==> src/rtl/pwm_cycle_duty.sv <==
module pwm_cycle_duty #(
  parameter int W = 16
) (
  input  logic         clk,
  input  logic         rst_n,
  input  logic         reg_we,
  input  logic [1:0]   reg_sel,
  input  logic [W-1:0] reg_wdata,
  input  logic         tick_a,
  input  logic         tick_b,
  input  logic         run,
  output logic         pwm_out,
  output logic [W-1:0] count_out
);

  logic [W-1:0] cnt, cyc_r, duty_r;
  logic [1:0]   mode_new, mode_act;
  logic         level, run_q, hold;

  wire start_edge = run & ~run_q;
  wire [1:0] mode_now = start_edge ? mode_new : mode_act;
  wire tick_sel = mode_now[1] ? tick_b : tick_a;
  wire cnt_wr = reg_we && (reg_sel == 2'd0);
  wire armed = hold | (start_edge && (cnt == '0));
  wire step = run & tick_sel;
  wire adv = step & ~armed;
  wire cyc_hit = (cnt == cyc_r);
  wire duty_hit = (cnt == duty_r);

  always_ff @(posedge clk) begin
    if (!rst_n) begin
      cnt      <= '0;
      cyc_r    <= '0;
      duty_r   <= '0;
      mode_new <= '0;
      mode_act <= '0;
      level    <= 1'b0;
      run_q    <= 1'b0;
      hold     <= 1'b0;
    end else begin
      run_q <= run;
      if (start_edge) mode_act <= mode_new;

      if (reg_we && reg_sel == 2'd1) cyc_r    <= reg_wdata;
      if (reg_we && reg_sel == 2'd2) duty_r   <= reg_wdata;
      if (reg_we && reg_sel == 2'd3) mode_new <= reg_wdata[1:0];

      if (cnt_wr)      cnt <= reg_wdata;
      else if (adv)    cnt <= cyc_hit ? '0 : cnt + W'(1);

      if (adv) begin
        if (cyc_hit)       level <= 1'b1;
        else if (duty_hit) level <= 1'b0;
      end

      if (step && armed)                    hold <= 1'b0;
      else if (start_edge && (cnt == '0))   hold <= 1'b1;
    end
  end

  assign pwm_out   = level ^ mode_act[0];
  assign count_out = cnt;

  assert_halt_count_R6: assert property (@(posedge clk) disable iff (!rst_n)
    (!run && !cnt_wr) |=> count_out == $past(count_out));

  assert_halt_pin_R6: assert property (@(posedge clk) disable iff (!rst_n)
    !run |=> $stable(pwm_out));

  assert_no_tick_R2: assert property (@(posedge clk) disable iff (!rst_n)
    (!tick_sel && !cnt_wr) |=> $stable(count_out));

  assert_cycle_match_R3: assert property (@(posedge clk) disable iff (!rst_n)
    (run && tick_sel && !armed && cyc_hit && !cnt_wr) |=> (count_out == '0) && level);

  assert_step_R2: assert property (@(posedge clk) disable iff (!rst_n)
    (run && tick_sel && !armed && !cyc_hit && !cnt_wr) |=> count_out == $past(count_out) + W'(1));

  assert_zero_hold_R7: assert property (@(posedge clk) disable iff (!rst_n)
    (start_edge && tick_sel && (count_out == '0) && !cnt_wr) |=> count_out == '0);

  assert_full_high_R5: assert property (@(posedge clk) disable iff (!rst_n)
    (level && (duty_r >= cyc_r) && (cnt <= cyc_r)) |=> level);

  assert_mode_hold_R8: assert property (@(posedge clk) disable iff (!rst_n)
    !start_edge |=> $stable(mode_act));

endmodule

==> config.mk <==
export PLATFORM = sky130hd
export DESIGN_NAME = pwm_cycle_duty
export DESIGN_NICKNAME = d
export VERILOG_FILES = /design/src/rtl/pwm_cycle_duty.sv
export SDC_FILE = /design/constraint.sdc
export NUM_CORES = 1
export LEC_CHECK = 0
export BUFFER_PORTS_ARGS = -buffer_cell sky130_fd_sc_hd__buf_2
export CAP_MARGIN = 0
export CORE_MARGIN = 10
export CORE_UTILIZATION = 35
export DETAILED_ROUTE_END_ITERATION = 12
export HOLD_SLACK_MARGIN = 0.02
export PLACE_DENSITY_LB_ADDON = 0.08
export SLEW_MARGIN = 15
export SYNTH_ARGS = -nofsm -noshare
export SYNTH_HDL_FRONTEND = slang
export SYNTH_SLANG_ARGS = --single-unit
==> constraint.sdc <==
create_clock -name clk -period 4.62 [get_ports clk]
set_clock_uncertainty 0.1 [all_clocks]
set_input_delay 1.155 -clock clk [delete_from_list [all_inputs] [get_ports clk]]
set_output_delay 1.155 -clock clk [all_outputs]
set_load 0.01 [all_outputs]
* Word level (Yosys, flattened, before mapping) *
Cells that the tools add are included.

operators by class
  bitwise logic cells = 8
  reductions and logical operators = 12
  multiplexer cells = 7
  $add $sub $neg = 1
  equal/unequal tests = 5

operator list
  kind                                           number
  two-way mux 16 bit                             3
  == test 16 bit                                 2
  adder 16 x 1 -> 16 bit, second input constant  1
  zero test 16 bit                               1
  logical AND 1 bit                              6
  == test 2 bit, second input constant           2
  nonzero test 2 bit                             2
  AND 1 bit                                      3
  two-way mux 1 bit                              3
  NOT 1 bit                                      3
  == test 2 x 1 -> 1 bit, second input constant  1
  zero test 2 bit                                1
  two-way mux 2 bit                              1
  AND reduction 2 bit                            1
  OR reduction 2 bit                             1
  OR 1 bit                                       1
  bitwise XOR 1 bit                              1

storage, ports and cells
  input bits = 24
  output and inout bits = 17
  logic and storage cells = 42
  register bits = 55

* Longest topological paths before layout *
Gate-level depths: netlist of run 1.

  word-level depth = 8
  gate-level depth with buffers = 8

* Least setup slack after synthesis of run 1 *
No wires, ideal clock.

  path type = input to register
  start point = in reg_sel[1]
  end point = reg cnt[1], in the netlist count_out[1]
  path slack = 2,066 ps
  required time = 4,455 ps
  stages = 7
  arrival time = 2,389 ps
  cells stage by stage = nor3b_2 > clkbuf_1 > clkbuf_1 > nand2_1 > o31ai_1 > a31oi_1 > nor2_1

on the way
  longest elaborated chain between the ends = 3
  elaborated cells between the ends (all ways) = 4

RTL lines
  item                                                             line  text
  from (decl)                                                      7     input logic [1:0] reg_sel,
  zero test 2 bit (*)                                              23    wire cnt_wr = reg_we && (reg_sel == 2'd0);
  logical AND 1 bit (*)                                            23
  two-way mux 16 bit / nonzero test 2 bit (equally long branches)  --
  to (signal assigned)                                             48    if (cnt_wr) cnt <= reg_wdata;
  to (signal assigned)                                             49    else if (adv) cnt <= cyc_hit ? '0 : cnt + W'(1);
  to (decl)                                                        16    logic [W-1:0] cnt, cyc_r, duty_r;

Every way passes the cells marked *; elsewhere a longest branch is shown, timed or not.
A chain may end at the register's enable or synchronous reset.

* Final worst setup path of run 1 *
  start point = reg cnt[8], in the netlist count_out[8]
  end point = reg cnt[5], in the netlist count_out[5]

on the way
  longest elaborated chain between the ends = 6
  elaborated cells between the ends (all ways) = 10

RTL lines
  item                                 line  text
  zero test 16 bit                     24    wire armed = hold | (start_edge && (cnt == '0));
  logical AND 1 bit                    24
  OR 1 bit                             24
  NOT 1 bit                            26    wire adv = step & ~armed;
  AND 1 bit                            26
  nonzero test 2 bit (no source line)  --

Parallel ways exist; a longest one is shown, timed or not. The select of a mux whose other input is x is not followed.

==> results of run 1 <==
==> layout make-up <==
type / count / area (um^2) / area share, %
flip-flops and latches: 55 / 1100 / 33.4
repair buffers: 42 / 215 / 6.54
well taps: 105 / 131 / 3.99
clock buffers: 6 / 72.6 / 2.20
clock inverters: 2 / 60.1 / 1.82
inverters: 5 / 18.8 / 0.570
multi-input cells: 283 / 1690 / 51.4
==> through the flow <==
stage          hold slack, ps  instance area [um^2]  util [%]
2_1_floorplan             348                  2970         -
3_3_place_gp              354                  3150      38.4
3_5_place_dp              358                  3150      38.4
4_1_cts                   373                  3290      40.0
5_1_grt                   388                  3290      40.1
6_report                  372                  3290      40.1
==> sequential cells by signal, indices dropped and copies added, names as in the netlist <==
name,flops
run_q,1
mode_act,2
count_out,16
mode_new,2
duty_r,16
level,1
cyc_r,16
hold,1
==> power breakdown <==
| part | total (mW) | internal, mW | switching, mW | leakage [nW] |
|---|---|---|---|---|
| Clock | 0.387 | 0.217 | 0.170 | 0.0654 |
| Combinational | 0.189 | 0.0744 | 0.115 | 0.766 |
| Sequential | 0.530 | 0.495 | 0.0358 | 0.447 |
| Total | 1.11 | 0.786 | 0.321 | 1.28 |
==> cell usage after synthesis, types with 3 or more instances <==
library cell  count
nand4_1          10
buf_6             5
nor3_1            4
xnor2_2           4
nor2_1           16
buf_2             9
nand2b_1          3
mux2i_1           6
xor2_1           18
inv_1             4
clkbuf_1         15
a31oi_1           4
a21oi_1          39
nand3_1          17
and3_1            6
nand2_1          81
o21ai_0          14
or2_2             3
nor4_1           10
xnor2_1          13
dfxtp_1          55
==> worst paths after layout <==
path / startpoint / to / slack, ps / depth (start not counted)
max: count_out[8] / count_out[5] / 1900 / 6
min: duty_r[6] / duty_r[6] / 370 / 2
max reg2reg: count_out[8] / count_out[5] / 1900 / 6
min reg2reg: duty_r[6] / duty_r[6] / 370 / 2
==> per-layer routing <==
metal	wire length [um]	up-vias	track usage (%)	share of wire (%)
li1	-	1330	-	-
met1	4390	1227	19.7	47
met2	4290	90	22.1	46
met3	545	6	3.04	5.8
met4	95	0	3.13	1.0
met5	0	-	0	0
==> cells by family (layout without fill, tap and decap cells) <==
group,count (synthesis),in the layout,share of synthesized area [%]
XOR/XNOR,35,35,11.4
flip-flops,55,55,37.1
adder cells (fa/ha/maj),2,2,0.844
multiplexers,6,6,2.03
buffers and inverters,34,55,5.95
AO/OA/AOI/OAI,77,77,15.9
AND/OR/NAND/NOR,163,163,26.8
==> worst max-delay path, stage by stage (launching register included) <==
cell and delay, ps:
dfxtp_1 660, xnor2_2 160, nand4_1 180, nor4_4 910
nor2_4 150, nand2_1 290, o32ai_1 130
==> metrics.txt, run 1 <==
critical path class reg2reg; Hold Vio Cnt, Final 0; Starting Density 36.1%; sequential element share of the synthesized area between 30 and 40%; Std-Cell Rows 33; CTS Hold Bufs 0; first-pass GRT wire length between 10 and 15 mm; CP arrival 2800 ps; Filler cells 869; Hold Path Class reg2reg; num ports 41; cell taking the most area after synthesis dfxtp_1; PnR worst setup slack 1900 ps; total number of yosys warnings 0; TritonRoute pass-1 iters 4; worst slew pin tran 989 ps; largest net degree at the start of global routing 45; Synth cell types 48; RSZ-0062 raised after global routing false; type of origin of the critical path flop; clk buf depth 2; Post-Route WL 9.32 mm; Req. time, crit path between 4000 and 5000 ps; number of global-route vias before repair 2,575; max_slew headroom approximately a third; worst-path maximum fanout 17; Tcrit/Tclk final 58.9%; core area 8220 um^2; Antenna Violating Nets Remaining 0; WL/cell 18.7 um; Iteration-0 DRC Markers 166; Power Total 1.11 mW; VDD IR max 164 uV; CTS root buf clkbuf_8; synthesized area between 2000 and 3000 um^2; GRT overflow 0; via/cell ratio 5.33; Layout Nets between 400 and 500; synthesized area per cell roughly 8.0 um^2; Seq cells post-synth 55; GP Congestion 0.832; Clock Latency Late Sink 310 ps; min Tclk post-route 2720 ps; f_max 368 MHz; # resized after CTS 0; top_reg_cell synth dfxtp_1; Placed Cells 490; Post-Syn Nets approximately 400; Synth top area share between 30 and 40%; layout cells sized above 1 16.8%; Place WS ~1700 ps; DR DRC count 0; max_cap viols 0; CTS H-Tree Depth 2; clk slew on worst S/H paths about 100 ps; Area Growth Syn to Fin 11.0%; Slew Viols, Final 0; leakage 1.28 nW; postcts setup bufs 0; commonest cells after routing, fill and taps aside nand2_1, dfxtp_1, buf_2; initial antenna violation count 0; total track usage 14.2%; PortBufs 40; Num CTS Buffers 5; setup violators final 0; Synth area leaders dfxtp_1, nand2_1, a21oi_1, xor2_1, xnor2_1; Non-Filler Instances 498; DIE HEIGHT 112 um; commonest non-fill, non-tap cell in the layout nand2_1; DP Wirelength 6.71 mm; vias 2,653; setup TNS 0 ps; CTS tree done; Diodes inserted 0; die width 112 um; die area 12,600 um^2; Gate Count Post-Synth 372; fraction of registers with async set/reset 0%; Cell Pwr Density 336 nW/um^2; # clock sinks 55; type of destination of the critical path flop; run status complete, no violations; Post-synth EDFFs 0
Power figures use the tool's default switching activity.
==> run 2: changes to the inputs <==
--- a/config.mk
+++ b/config.mk
@@ -5,6 +5,7 @@
 export SDC_FILE = /design/constraint.sdc
 export NUM_CORES = 1
 export LEC_CHECK = 0
+export ABC_AREA = 1
 export BUFFER_PORTS_ARGS = -buffer_cell sky130_fd_sc_hd__buf_2
 export CAP_MARGIN = 0
 export CORE_MARGIN = 10
==> constraint.sdc (replaced) <==
create_clock -name clk -period 2.35 [get_ports clk]
set_clock_uncertainty 0.1 [all_clocks]
set_input_delay 0.5875 -clock clk [delete_from_list [all_inputs] [get_ports clk]]
set_output_delay 0.5875 -clock clk [all_outputs]
set_load 0.01 [all_outputs]
==> run 2 against run 1 <==
Net effect: via count rose by 22%; non-clock buffer count up 14; largest power group unchanged; largest cell class unchanged; critical endpoint is now count_out[2]; critical path depth up 5; core utilization increased by 0.94 points; setup slack got worse by 1700 ps; wire length up 9.2%.
==> metrics.txt, run 2 <==
run status complete, no violations (unchanged); met1 Resource Use GR 20.8% (was 19.7%); Filler cells 982 (was 869); Commonest cells post-synth nand2_1, nor2_1, dfxtp_1, inv_1, o21ai_0 (was nand2_1, dfxtp_1, a21oi_1, xor2_1, nand3_1); Gate Count Post-Synth 518 (was 372); Most Used Layer, Global Route met2 (unchanged); # clock sinks 55 (unchanged); first-pass GRT wire length 16.3 mm (was 14.6 mm); RSZ-0062 raised after global routing false (unchanged); critical path class reg2reg (unchanged); worst slew pin tran 585 ps (was 989 ps); die width 116 um (was 112 um); Post-synth EDFFs 0 (unchanged); DIE HEIGHT 116 um (was 112 um); switching power 0.646 mW (was 0.321 mW); leakage 1.73 nW (was 1.28 nW); Comb pwr share 21.1% (was 17.1%); CP arrival 2220 ps (was 2800 ps); sw frac 32.6% (was 29.0%); sequential element share of the synthesized area 34.1% (was 37.1%); postcts setup bufs 0 (unchanged); Diodes inserted 0 (unchanged); most frequent cell after synthesis nand2_1 (unchanged); Simple-Gate Fraction of Synth Area 37.0% (was 26.8%); Place WS 223 ps (was 1680 ps); Clock Latency Late Sink 320 ps (was 310 ps); GRT overflow 0 (unchanged); Cell Pwr Density 546 nW/um^2 (was 336 nW/um^2); GP Congestion 0.898 (was 0.832); top_reg_cell synth dfxtp_1 (unchanged); type of origin of the critical path flop (unchanged); internal power 1.33 mW (was 0.786 mW); max_cap viols 0 (unchanged); # resized after CTS 0 (unchanged); Iteration-0 DRC Markers 202 (was 166); worst-path maximum fanout 13 (was 17); CTS H-Tree Depth 2 (unchanged); num ports 41 (unchanged); Synth area leaders dfxtp_1, nand2_1, nor2_1, o21ai_0, inv_1 (was dfxtp_1, nand2_1, a21oi_1, xor2_1, xnor2_1); Synth cell types 25 (was 48); CTS tree done (unchanged); Starting Density 36.5% (was 36.1%); commonest cells after routing, fill and taps aside nand2_1, nor2_1, dfxtp_1 (was nand2_1, dfxtp_1, buf_2); CTS Hold Bufs 0 (unchanged); Seq cells post-synth 55 (unchanged); PortBufs 40 (unchanged); met2 Usage GRT 24.3% (was 22.1%); via/cell ratio 4.88 (was 5.33); adder-cell share of the synthesized area 0.775% (was 0.844%); met3 Track Usage GR 2.38% (was 3.04%); TritonRoute pass-1 iters 5 (was 4); Post-Syn Nets 544 (was 398); vias 3,241 (was 2,653); xor/xnor share of the synthesized area 5.97% (was 11.4%); commonest non-fill, non-tap cell in the layout nand2_1 (unchanged); Post-Route WL 10.2 mm (was 9.32 mm); PnR worst setup slack 240 ps (was 1900 ps); CTS root buf clkbuf_8 (unchanged); Synth top area share 34.1% (was 37.1%); clk buf depth 2 (unchanged); DP Wirelength 7.56 mm (was 6.71 mm); Hold Path Class reg2reg (unchanged); synthesized area 3230 um^2 (was 2970 um^2); Slew Viols, Final 0 (unchanged); compound-cell area share of the yosys netlist 11.0% (was 15.9%); initial antenna violation count 0 (unchanged); setup violators final 0 (unchanged); f_max 474 MHz (was 368 MHz); type of destination of the critical path flop (unchanged); Area Growth Syn to Fin 12.4% (was 11.0%); Tcrit/Tclk final 89.8% (was 58.9%); clk slew on worst S/H paths 110 ps (was 100 ps); Hold Vio Cnt, Final 0 (unchanged); fraction of registers with async set/reset 0% (unchanged); Non-Filler Instances 664 (was 498); post-synthesis mux area share 0% (was 2.03%); sequential share of power 51.2% (was 47.9%); layout cells sized above 1 14.2% (was 16.8%); VDD IR max 233 uV (was 164 uV); core area 8850 um^2 (was 8220 um^2); Antenna Violating Nets Remaining 0 (unchanged); Placed Cells 656 (was 490); WL/cell 15.3 um (was 18.7 um); Layout Nets 581 (was 418); max_slew headroom 60.8% (was 33.6%); Std-Cell Rows 34 (was 33); reg2reg setup slack 240 ps (was 1900 ps); number of global-route vias before repair 3,090 (was 2,575); Power Total 1.98 mW (was 1.11 mW); setup TNS 0 ps (unchanged); synthesized area per cell 6.23 um^2 (was 7.97 um^2); Num CTS Buffers 5 (unchanged); largest net degree at the start of global routing 33 (was 45); min Tclk post-route 2110 ps (was 2720 ps); Req. time, crit path 2460 ps (was 4700 ps); die area 13,500 um^2 (was 12,600 um^2); total track usage 15.3% (was 14.2%); cell taking the most area after synthesis dfxtp_1 (unchanged); total number of yosys warnings 0 (unchanged); largest family of logic cells by synthesized area simple AND/OR/NAND/NOR gates (unchanged); Clock power frac 27.6% (was 35.0%); DR DRC count 0 (unchanged)
-- run 2: worst paths after layout --
path | from | endpoint | cells past startpoint
max | count_out[12] | count_out[2] | 11
min | cyc_r[15] | cyc_r[15] | 2
max reg2reg | count_out[12] | count_out[2] | 11
min reg2reg | cyc_r[15] | cyc_r[15] | 2
-- run 2: stage by stage --
step	hold slack, ps	util (%)	cell area [um^2]
after global routing	397	41.0	3630
after floorplan	330	-	3230
final	370	41.0	3630
after CTS	373	41.0	3630
after detailed placement	356	40.0	3540
after global placement	350	40.0	3540
-- run 2: final cells by class --
type | count | area [um^2] | share of cell area (%)
Inverter | 54 | 203 | 5.59
Clock buffer | 5 | 68.8 | 1.90
Timing Repair Buffer | 56 | 333 | 9.17
Clock inverter | 3 | 20.0 | 0.552
Tap cell | 108 | 135 | 3.72
Sequential cell | 55 | 1100 | 30.3
Multi-Input combinational cell | 383 | 1770 | 48.7
-- run 2: cell families (layout without fill, tap and decap cells) --
kind of cell / after synthesis / in the layout
flip-flops: 55 / 55
adder cells (fa/ha/maj): 2 / 2
buffers and inverters: 80 / 118
AO/OA/AOI/OAI: 70 / 70
XOR/XNOR: 22 / 22
AND/OR/NAND/NOR: 289 / 289
-- run 2: critical path: stages, from the launching register on --
cell and delay (ps):
dfxtp_1 530, inv_1 120, nand2_1 80, nand2_1 50, nor2_1 120, nand2_1 130
nor2_1 170, nand2_2 220, nand3_1 270, nor2_1 70, nor2_1 110, nor2_1 50
-- run 2: metal layers --
metal	part of all wire, %	up-vias
met2	45	86
met3	5.3	12
met1	48	1470
met5	0	-
li1	-	1673
met4	1.8	0
-- run 2: power groups by stage --
stage	clock (mW)	combinational (mW)	sequential (mW)
after floorplan	0	0.276	1.03
after global placement	0	0.417	1.03
after detailed placement	0	0.420	1.04
after CTS	0.571	0.422	1.01
after global routing	0.596	0.475	1.02
final	0.547	0.419	1.01
==> run 3: changes to the inputs <==
--- a/config.mk
+++ b/config.mk
@@ -5,12 +5,14 @@
 export SDC_FILE = /design/constraint.sdc
 export NUM_CORES = 1
 export LEC_CHECK = 0
-export ABC_AREA = 1
 export BUFFER_PORTS_ARGS = -buffer_cell sky130_fd_sc_hd__buf_2
 export CAP_MARGIN = 0
+export CELL_PAD_IN_SITES_DETAIL_PLACEMENT = 0
+export CELL_PAD_IN_SITES_GLOBAL_PLACEMENT = 2
 export CORE_MARGIN = 10
-export CORE_UTILIZATION = 35
+export CORE_UTILIZATION = 30
 export DETAILED_ROUTE_END_ITERATION = 12
+export GPL_TIMING_DRIVEN = 1
 export HOLD_SLACK_MARGIN = 0.02
 export PLACE_DENSITY_LB_ADDON = 0.08
 export SLEW_MARGIN = 15
==> run 3 against run 2 <==
Net effect: setup slack worse by 55 ps; first-iteration DRC count is 21% lower; flip-flop and latch count stayed put; core utilization is 4.4 points lower; fmax is 2.5% lower; final cell count is 16% lower; critical path type unchanged.
==> metrics.txt, run 3 (synthesized netlist as in run 1, its figures left out) <==
via/cell ratio 4.93 (was 4.88); layout cells sized above 1 22.6% (was 14.2%); CP arrival 2240 ps (was 2220 ps); CTS H-Tree Depth 2 (unchanged); Area Growth Syn to Fin 19.6% (was 12.4%); PortBufs 40 (unchanged); die width 119 um (was 116 um); Place WS 138 ps (was 223 ps); min Tclk post-route 2160 ps (was 2110 ps); DP Wirelength 8.06 mm (was 7.56 mm); total track usage 14.5% (was 15.3%); PnR worst setup slack 185 ps (was 240 ps); worst-path maximum fanout 16 (was 13); clk slew on worst S/H paths 110 ps (about the same); Starting Density 30.6% (was 36.5%); Tcrit/Tclk final 92.1% (was 89.8%); slowest CP cell dfxtp_1 (unchanged); Slew Viols, Final 0 (unchanged); setup TNS 0 ps (unchanged); GP Congestion 0.822 (was 0.898); f_max 462 MHz (was 474 MHz); post-route cell area 3550 um^2 (was 3630 um^2); vias 2,748 (was 3,241); area post-placement 3430 um^2 (was 3540 um^2); Hold Path Class reg2reg (unchanged); critical path class reg2reg (unchanged); commonest cells after routing, fill and taps aside nand2_1, dfxtp_1, buf_2 (was nand2_1, nor2_1, dfxtp_1); first-pass GRT wire length 16.3 mm (about the same); num ports 41 (unchanged); Cell Pwr Density 611 nW/um^2 (was 546 nW/um^2); DR DRC count 0 (unchanged); RSZ-0062 raised after global routing false (unchanged); type of origin of the critical path flop (unchanged); Num CTS Buffers 5 (unchanged); GRT overflow 0 (unchanged); crit-path max cell delay 340 ps (was 530 ps); clk buf depth 2 (unchanged); worst slew pin tran 509 ps (was 585 ps); CTS tree done (unchanged); Diodes inserted 0 (unchanged); crit-path cells xnor2_1 -> nand4_1 -> nor4_4 -> buf_12 -> nor2_4 -> nand2_1 -> o32ai_1 (was inv_1 -> nand2_1 -> nand2_1 -> nor2_1 -> nand2_1 -> nor2_1 -> nand2_2 -> nand3_1 -> nor2_1 -> nor2_1 -> nor2_1); max_cap viols 0 (unchanged); Post-Route WL 10.6 mm (was 10.2 mm); Req. time, crit path 2430 ps (was 2460 ps); Iteration-0 DRC Markers 160 (was 202); # clock sinks 55 (unchanged); Filler cells 1,048 (was 982); number of global-route vias before repair 2,693 (was 3,090); TritonRoute pass-1 iters 4 (was 5); hold_ws 373 ps (was 370 ps); Layout Nets 449 (was 581); initial antenna violation count 0 (unchanged); CTS root buf clkbuf_8 (unchanged); Clock Latency Late Sink 320 ps (about the same); CTS Hold Bufs 0 (unchanged); largest net degree at the start of global routing 44 (was 33); Antenna Violating Nets Remaining 0 (unchanged); Hold Vio Cnt, Final 0 (unchanged); core area 9680 um^2 (was 8850 um^2); VDD IR max 290 uV (was 233 uV); postcts setup bufs 0 (unchanged); DIE HEIGHT 119 um (was 116 um); max_slew headroom 66.1% (was 60.8%); WL/cell 19.0 um (was 15.3 um); run status complete, no violations (unchanged); type of destination of the critical path flop (unchanged); leakage 1.44 nW (was 1.73 nW); commonest non-fill, non-tap cell in the layout nand2_1 (unchanged); # resized after CTS 0 (unchanged); Std-Cell Rows 36 (was 34); setup violators final 0 (unchanged); die area 14,300 um^2 (was 13,500 um^2)
run 3: changes by cell type in the layout (fill, tap and decap cells not counted), moves of 10 or more:
cell,previous run,this run
nor2_1,90,16
nand2_1,146,81
buf_4,15,32
nand3_1,35,17
inv_1,47,4
nor4_1,0,10
o21ai_0,37,14
run 3: per-stage QoR:
stage	util, %	total power, mW	cells
2_1_floorplan	-	1.31	372
3_3_place_gp	35.5	1.52	549
3_5_place_dp	35.5	1.52	549
4_1_cts	36.6	2.19	557
5_1_grt	36.6	2.26	557
6_report	36.6	2.17	557
run 3: per-layer routing:
metal  up-vias  global-route usage (%)  routed length [um]
met4         0                    4.22                 182
met5         -                       0                   0
li1       1388                       -                   -
met1      1292                    21.1                5430
met3        11                    2.46                 461
met2        57                    21.3                4510
run 3: report_power, final:
part | switching (mW) | internal, mW | total (mW)
clock | 0.353 | 0.319 | 0.672
sequential | 0.0423 | 0.972 | 1.01
combinational | 0.280 | 0.200 | 0.481
total | 0.676 | 1.49 | 2.17
run 3: area by class of cell:
cell class / instances / area (um^2) / share of cell area (%)
multi-input cells: 283 / 1690 / 47.6
inverters: 5 / 18.8 / 0.529
clock inverters: 3 / 43.8 / 1.23
clock buffers: 5 / 68.8 / 1.94
repair buffers: 73 / 460 / 13.0
well taps: 133 / 166 / 4.69
flip-flops and latches: 55 / 1100 / 31.0
run 3: worst paths after layout:
path,start,end,slack [ps],cells after the start
setup reg to reg,cyc_r[3],count_out[8],190,7
setup / recovery,cyc_r[3],count_out[8],190,7
hold reg to reg,duty_r[9],duty_r[9],370,2
hold / removal,duty_r[9],duty_r[9],370,2
run 3: worst max-delay path: cells and delay by family (launching register included):
kind | cells | cell delay, ps
AO/OA/AOI/OAI | 1 | 140
XOR/XNOR | 1 | 330
buffers and inverters | 1 | 200
flip-flops | 1 | 340
AND/OR/NAND/NOR | 4 | 910
